`src/rtl/pixclk_pkg.sv`:
```
package pixclk_pkg;

  // Per-tick signals passed from control to the output datapath.
  typedef struct packed {
    logic launch;   // undelayed period start (phase 0)
    logic clkHigh;  // un-inverted level of the pixel clock for this phase
    logic invert;   // invert setting currently in use
  } pclkStrobe_t;

endpackage

```
`src/rtl/pclk_ctrl.sv`:
```
module pclk_ctrl
  import pixclk_pkg::*;
#(
  parameter int SPEED_W = 4,
  parameter int DELAY_W = 4
) (
  input  logic               clk2x,
  input  logic               rst,
  input  logic [SPEED_W-1:0] speedIn,
  input  logic [DELAY_W-1:0] delayIn,
  input  logic               invertIn,
  output logic [SPEED_W-1:0] readSpeed,
  output pclkStrobe_t        strb
);

  localparam int MAX_TICKS = 4 * ((1 << SPEED_W) - 1);
  localparam int PH_W      = $clog2(MAX_TICKS + 1);
  localparam int CW        = ((PH_W > DELAY_W) ? PH_W : DELAY_W) + 1;

  logic [PH_W-1:0]    phase;
  logic [PH_W-1:0]    periodTicks;
  logic [PH_W-1:0]    halfTicks;
  logic [PH_W-1:0]    dMod;
  logic [PH_W-1:0]    shifted;
  logic [CW-1:0]      dWide;
  logic [SPEED_W-1:0] speedAct;
  logic [SPEED_W-1:0] speedEff;
  logic [DELAY_W-1:0] delayAct;
  logic               invAct;
  logic               lastPhase;

  // Zero speed behaves as one.
  assign speedEff  = (speedIn == '0) ? SPEED_W'(1) : speedIn;
  assign readSpeed = speedEff;

  assign periodTicks = PH_W'(speedAct) << 2;
  assign halfTicks   = PH_W'(speedAct) << 1;
  assign lastPhase   = (phase == periodTicks - PH_W'(1));

  // Delay wrapped into one period, then subtracted from the phase modulo the period.
  assign dWide   = CW'(delayAct) % CW'(periodTicks);
  assign dMod    = PH_W'(dWide);
  assign shifted = (phase >= dMod) ? (phase - dMod) : (phase + periodTicks - dMod);

  always_comb begin
    strb.launch  = (phase == '0);
    strb.clkHigh = (shifted < halfTicks);
    strb.invert  = invAct;
  end

  // Phase counter. Settings are reloaded only on the period's final tick.
  always_ff @(posedge clk2x) begin
    if (rst) begin
      phase    <= '0;
      speedAct <= SPEED_W'(1);
      delayAct <= '0;
      invAct   <= 1'b0;
    end else if (lastPhase) begin
      phase    <= '0;
      speedAct <= speedEff;
      delayAct <= delayIn;
      invAct   <= invertIn;
    end else begin
      phase    <= phase + PH_W'(1);
    end
  end


  phase_range_chk: assert property (@(posedge clk2x) disable iff (rst)
    phase < periodTicks);


  cfg_hold_chk: assert property (@(posedge clk2x) disable iff (rst)
    (phase != '0) |-> ($stable(speedAct) && $stable(delayAct) && $stable(invAct)));


  active_nonzero_chk: assert property (@(posedge clk2x) disable iff (rst)
    speedAct != '0);

endmodule

```
`src/rtl/pclk_dp.sv`:
```
module pclk_dp
  import pixclk_pkg::*;
(
  input  logic        clk2x,
  input  logic        rst,
  input  pclkStrobe_t strb,
  output logic        pixClk,
  output logic        launchStb
);

  always_ff @(posedge clk2x) begin
    if (rst) begin
      pixClk    <= 1'b0;
      launchStb <= 1'b0;
    end else begin
      pixClk    <= strb.clkHigh ^ strb.invert;
      launchStb <= strb.launch;
    end
  end


  reset_idle_chk: assert property (@(posedge clk2x) disable iff (rst)
    $past(rst) |-> (!pixClk && !launchStb));


  launch_single_chk: assert property (@(posedge clk2x) disable iff (rst)
    launchStb |=> !launchStb);

endmodule

```
`src/rtl/pixclk_gen.sv`:
```
module pixclk_gen
  import pixclk_pkg::*;
#(
  parameter int SPEED_W = 4,
  parameter int DELAY_W = 4
) (
  input  logic               clk2x,
  input  logic               rst,
  input  logic [SPEED_W-1:0] speedIn,
  input  logic [DELAY_W-1:0] delayIn,
  input  logic               invertIn,
  output logic               pixClk,
  output logic               launchStb,
  output logic [SPEED_W-1:0] readSpeed
);

  pclkStrobe_t strb;

  pclk_ctrl #(.SPEED_W(SPEED_W), .DELAY_W(DELAY_W)) u_ctrl (
    .clk2x    (clk2x),
    .rst      (rst),
    .speedIn  (speedIn),
    .delayIn  (delayIn),
    .invertIn (invertIn),
    .readSpeed(readSpeed),
    .strb     (strb)
  );

  pclk_dp u_dp (
    .clk2x    (clk2x),
    .rst      (rst),
    .strb     (strb),
    .pixClk   (pixClk),
    .launchStb(launchStb)
  );


  readback_nonzero_chk: assert property (@(posedge clk2x) disable iff (rst)
    readSpeed != '0);


  readback_match_chk: assert property (@(posedge clk2x) disable iff (rst)
    (speedIn != '0) |-> (readSpeed == speedIn));

endmodule

```
`config.mk`:
```
export PLATFORM = sky130hd
export DESIGN_NAME = pixclk_gen
export DESIGN_NICKNAME = d
export VERILOG_FILES = /design/src/rtl/pixclk_pkg.sv /design/src/rtl/pclk_ctrl.sv /design/src/rtl/pclk_dp.sv /design/src/rtl/pixclk_gen.sv
export SDC_FILE = /design/constraint.sdc
export NUM_CORES = 1
export LEC_CHECK = 0
export BUFFER_PORTS_ARGS = -buffer_cell sky130_fd_sc_hd__buf_2
export CAP_MARGIN = 20
export CORE_MARGIN = 1
export CORE_UTILIZATION = 45
export CTS_BUF_LIST = sky130_fd_sc_hd__clkbuf_8 sky130_fd_sc_hd__clkbuf_16
export DETAILED_ROUTE_END_ITERATION = 8
export PLACE_DENSITY_LB_ADDON = 0.25
export SLEW_MARGIN = 15
export SYNTH_ARGS = -nofsm -noshare
export SYNTH_HDL_FRONTEND = slang
export SYNTH_HIERARCHICAL = 1
export SYNTH_SLANG_ARGS = --single-unit
```
`constraint.sdc`:
```
create_clock -name clk2x -period 15 [get_ports clk2x]
set_clock_uncertainty 0.05 [all_clocks]
set_input_delay 3 -clock clk2x [delete_from_list [all_inputs] [get_ports clk2x]]
set_output_delay 3 -clock clk2x [all_outputs]
set_load 0.02 [all_outputs]
```
==> flow_results.org <==
** Placement
- RD Place Congestion :: about 0.8
- Count of input and output buffers :: 16
- Setup WS pre-CTS :: roughly 7500 ps
- The number of placed instances, taps included, is between 200 and 300.
- Post-detailed-placement half-perimeter wirelength :: ~3 mm

** Min path
- HP Start :: u_ctrl/phase[0]
- Hold Path Class :: reg2reg

** Worst setup path
- The setup path with the least slack is of type reg2reg.
- By instance count, the cell type seen most on the critical path is sky130_fd_sc_hd__ha_1.
- Of all nets on the critical path, the largest fanout is 8.
- RR Startpoint :: u_ctrl/speedAct[0]
- Max stage delay cell, worst path :: sky130_fd_sc_hd__dfxtp_1
- Data on the critical path arrives at its endpoint at 7640 ps.
- In this design, the stage delay of the slowest critical-path cell is about 440 ps.
- Start point of the critical path :: u_ctrl/speedAct[0]
- STA classifies the critical path startpoint as a flop.
- STA classifies the critical path endpoint as a flop.
- STA puts the critical path data required time at 15090 ps.

** Global route
- Wire length of the first global-routing pass :: roughly 6.4 mm
- The initial antenna violation count was 0.
- The number of global-route vias before repair came to around 1400.
- Global routing consumed, over all layers together, between 10% and 20% of the routing resources.
- For this run the aggregate overflow at the end of global routing stands at 0.
- Pin count of the biggest net entering global routing :: 13

** Timing
- Setup violations remaining at the end of the flow were counted as 0.
- The max-slew violation count is 0.
- Timing would allow up to around 130 MHz.
- The number of hold violations in the final report was 0.
- Summed negative setup slack over all endpoints :: 0 ps
- Share of the cycle needed by the critical path after routing :: around half
- Setup repair after global routing missed its margin :: false
- For the finished layout, the period the worst path requires is 7550 ps.
- Once routing completed, OpenROAD measured the worst setup slack at 7450 ps.

** Floorplan
- Die ar. :: 4480 µm²
- Site row count :: 23
- Initial Util :: approximately 47%
- The die is ~67 µm wide.
- Pin placement for this block handled 17 I/O pins.
- Chip Height :: about 67 µm
- The region available for standard cell placement spans 4030 µm².

** Routing
- DRT antenna net count :: 0
- Total via count after detailed routing :: 1529
- After detailed routing, the number of vias per cell comes to approximately 5.3.
- Routed wire length :: 3.69 mm
- Before antenna repair, the detailed router went through 4 iterations.
- Starting DRC count in detailed routing :: 83
- For this run, design rule violations remaining after detail routing come to 0.
- In the final routed layout, each cell accounts on average for about 13 µm.

** Yosys
- Distinct cells, synth :: 49
- During synthesis, Yosys emitted a total of 6 warnings.
- Combined area of all synthesized cells :: approximately 1900 µm²
- Synthesis inferred 17 register bits.
- Post-synth EDFFs :: 0
- Primary flip-flop cell chosen by synthesis mapping :: sky130_fd_sc_hd__dfxtp_1
- The average instance in the mapped netlist occupies 8.44 µm².
- Sequential-to-total area share from yosys stat :: between 15 and 20%
- Of all flip-flops after synthesis, the portion carrying an async set or reset was 0%.
- Count of mapped cells out of synthesis :: roughly 230

** Finish
- Area of combinational cells with multiple inputs :: roughly 1500 µm²
- Final cell count without fillers :: approximately 290
- In the final design database the tool counted 286 nets.
- Of the cells placed in the final design, the portion with a size suffix greater than 1 is approximately 14%.
- After filler insertion, the fill cell instance count of the layout stands at ~380.
- Compared with the post-synthesis result, the final layout area differs by 8.37%.
- Antenna diode count :: 0
- Utilization of the core after routing :: approximately half
- FF/Latch Area :: 340 µm²

** Clocking
- Cts repair resizes :: 0
- The tree is rooted in a sky130_fd_sc_hd__clkbuf_8.
- In this run the number of H-tree levels came out at 1.
- TritonCTS sink count :: 17
- In this run the deepest clock path goes through 2 buffers.
- TritonCTS built the clock tree.
- At the later pin of the worst-skew pair, clock insertion delay measures between 200 and 300 ps.
- Once the clock tree was built, the setup fixing pass inserted 0 buffers.
- # hold bufs at CTS :: 0
- The number of clock buffers added by TritonCTS is 3.
- Clock input transition at the sequential cells of the worst setup and hold paths :: 70 ps

** Run status
- Outcome :: completed

** Power
- The worst-case IR drop observed on VDD is around 0.11 mV.
- Power Density :: 215 nW/µm²
- P_leak :: 0.000896 µW

** Job
- The tool flagged a number of max-cap violations equal to 0.
-- power breakdown --
part	internal [µW]	leakage [µW]	switching (µW)
Sequential	49.0	0.000138	4.16
Clock	18.4	0.0000255	15.1
Combinational	169	0.000732	187
-- stage by stage --
step | hold WS, ps | area (µm²) | total power (µW)
after floorplan | 380 | 1910 | 343
after global placement | 403 | 2010 | 406
after detailed placement | 406 | 2010 | 409
after CTS | 423 | 2060 | 444
after global routing | 456 | 2060 | 496
final | 422 | 2060 | 442
-- sequential cells by signal (all words and copies together) (netlist names) --
| register | count |
|---|---|
| u_ctrl/delayAct | 4 |
| u_ctrl/speedAct | 4 |
| u_dp/launchStb | 1 |
| u_ctrl/phase | 6 |
| u_dp/pixClk | 1 |
| u_ctrl/invAct | 1 |
-- cell families after synthesis --
kind of cell    after synthesis  share of synthesized area [%]
buf+inv                      26                           5.87
xor+xnor                     15                           6.92
other cells                   1                          0.198
fa+ha+maj                    36                           25.7
simple gates                 72                           18.7
mux                          14                           7.71
flops                        17                           17.9
compound gates               44                           17.0
-- critical path, delay by kind of cell (launching register included) --
kind | cells | cell delay [ps]
simple gates | 7 | 1490
xor+xnor | 1 | 160
mux | 2 | 740
buf+inv | 1 | 200
compound gates | 14 | 2790
fa+ha+maj | 5 | 1580
flops | 1 | 440
-- layout make-up --
type / instances / share of cell area [%]
well taps: 50 / 3.04
inverters: 16 / 2.92
multi-input cells: 184 / 71.0
flip-flops and latches: 17 / 16.5
repair buffers: 17 / 4.26
clock buffers: 3 / 2.01
clock inverters: 1 / 0.243
-- layout by cell type (no fill, tap or decap), types with 5 or more instances in the layout --
cell type	instances
sky130_fd_sc_hd__xor2_1	5
sky130_fd_sc_hd__fa_1	5
sky130_fd_sc_hd__dfxtp_1	17
sky130_fd_sc_hd__nor2_1	32
sky130_fd_sc_hd__xnor2_1	10
sky130_fd_sc_hd__o21a_1	8
sky130_fd_sc_hd__o21ai_0	8
sky130_fd_sc_hd__ha_1	31
sky130_fd_sc_hd__a21oi_1	10
sky130_fd_sc_hd__nor3_1	11
sky130_fd_sc_hd__mux2i_1	12
sky130_fd_sc_hd__nand2_1	7
sky130_fd_sc_hd__buf_2	16
sky130_fd_sc_hd__inv_1	16
-- path summary, 6_finish.rpt --
kind,endpoint,slack [ps],cells after the start
worst max-delay path,u_dp/pixClk,7450,30
worst min-delay path,u_ctrl/phase[0],420,1
worst max register to register,u_dp/pixClk,7450,30
worst min register to register,u_ctrl/phase[0],420,1
-- per-layer routing --
metal  share of wire, %  GRT usage, %  wire, µm
met5                  0             0         0
met4                  0          2.39         0
met3                2.0          1.37        74
met2                 44          29.9      1620
met1                 54          27.0      2000
-- cell usage after synthesis (2+ instances only) --
cell type | count | area [µm²]
sky130_fd_sc_hd__clkbuf_1 | 5 | 18.8
sky130_fd_sc_hd__a21oi_1 | 10 | 50.1
sky130_fd_sc_hd__buf_2 | 2 | 10.0
sky130_fd_sc_hd__nor3_1 | 11 | 55.1
sky130_fd_sc_hd__inv_1 | 16 | 60.1
sky130_fd_sc_hd__nor4_1 | 3 | 18.8
sky130_fd_sc_hd__o31a_1 | 3 | 26.3
sky130_fd_sc_hd__o21ai_0 | 8 | 40.0
sky130_fd_sc_hd__o211ai_1 | 2 | 15.0
sky130_fd_sc_hd__fa_1 | 5 | 100
sky130_fd_sc_hd__o21a_1 | 8 | 60.1
sky130_fd_sc_hd__ha_1 | 31 | 388
sky130_fd_sc_hd__or2_2 | 2 | 12.5
sky130_fd_sc_hd__xor2_1 | 5 | 43.8
sky130_fd_sc_hd__xnor2_1 | 10 | 87.6
sky130_fd_sc_hd__nand3_1 | 4 | 20.0
sky130_fd_sc_hd__mux2i_1 | 12 | 120
sky130_fd_sc_hd__dfxtp_1 | 17 | 340
sky130_fd_sc_hd__nor2_1 | 32 | 120
sky130_fd_sc_hd__nand2_1 | 7 | 26.3
sky130_fd_sc_hd__nor2b_1 | 4 | 25.0
Note: power is estimated with default switching activity, not from simulation.
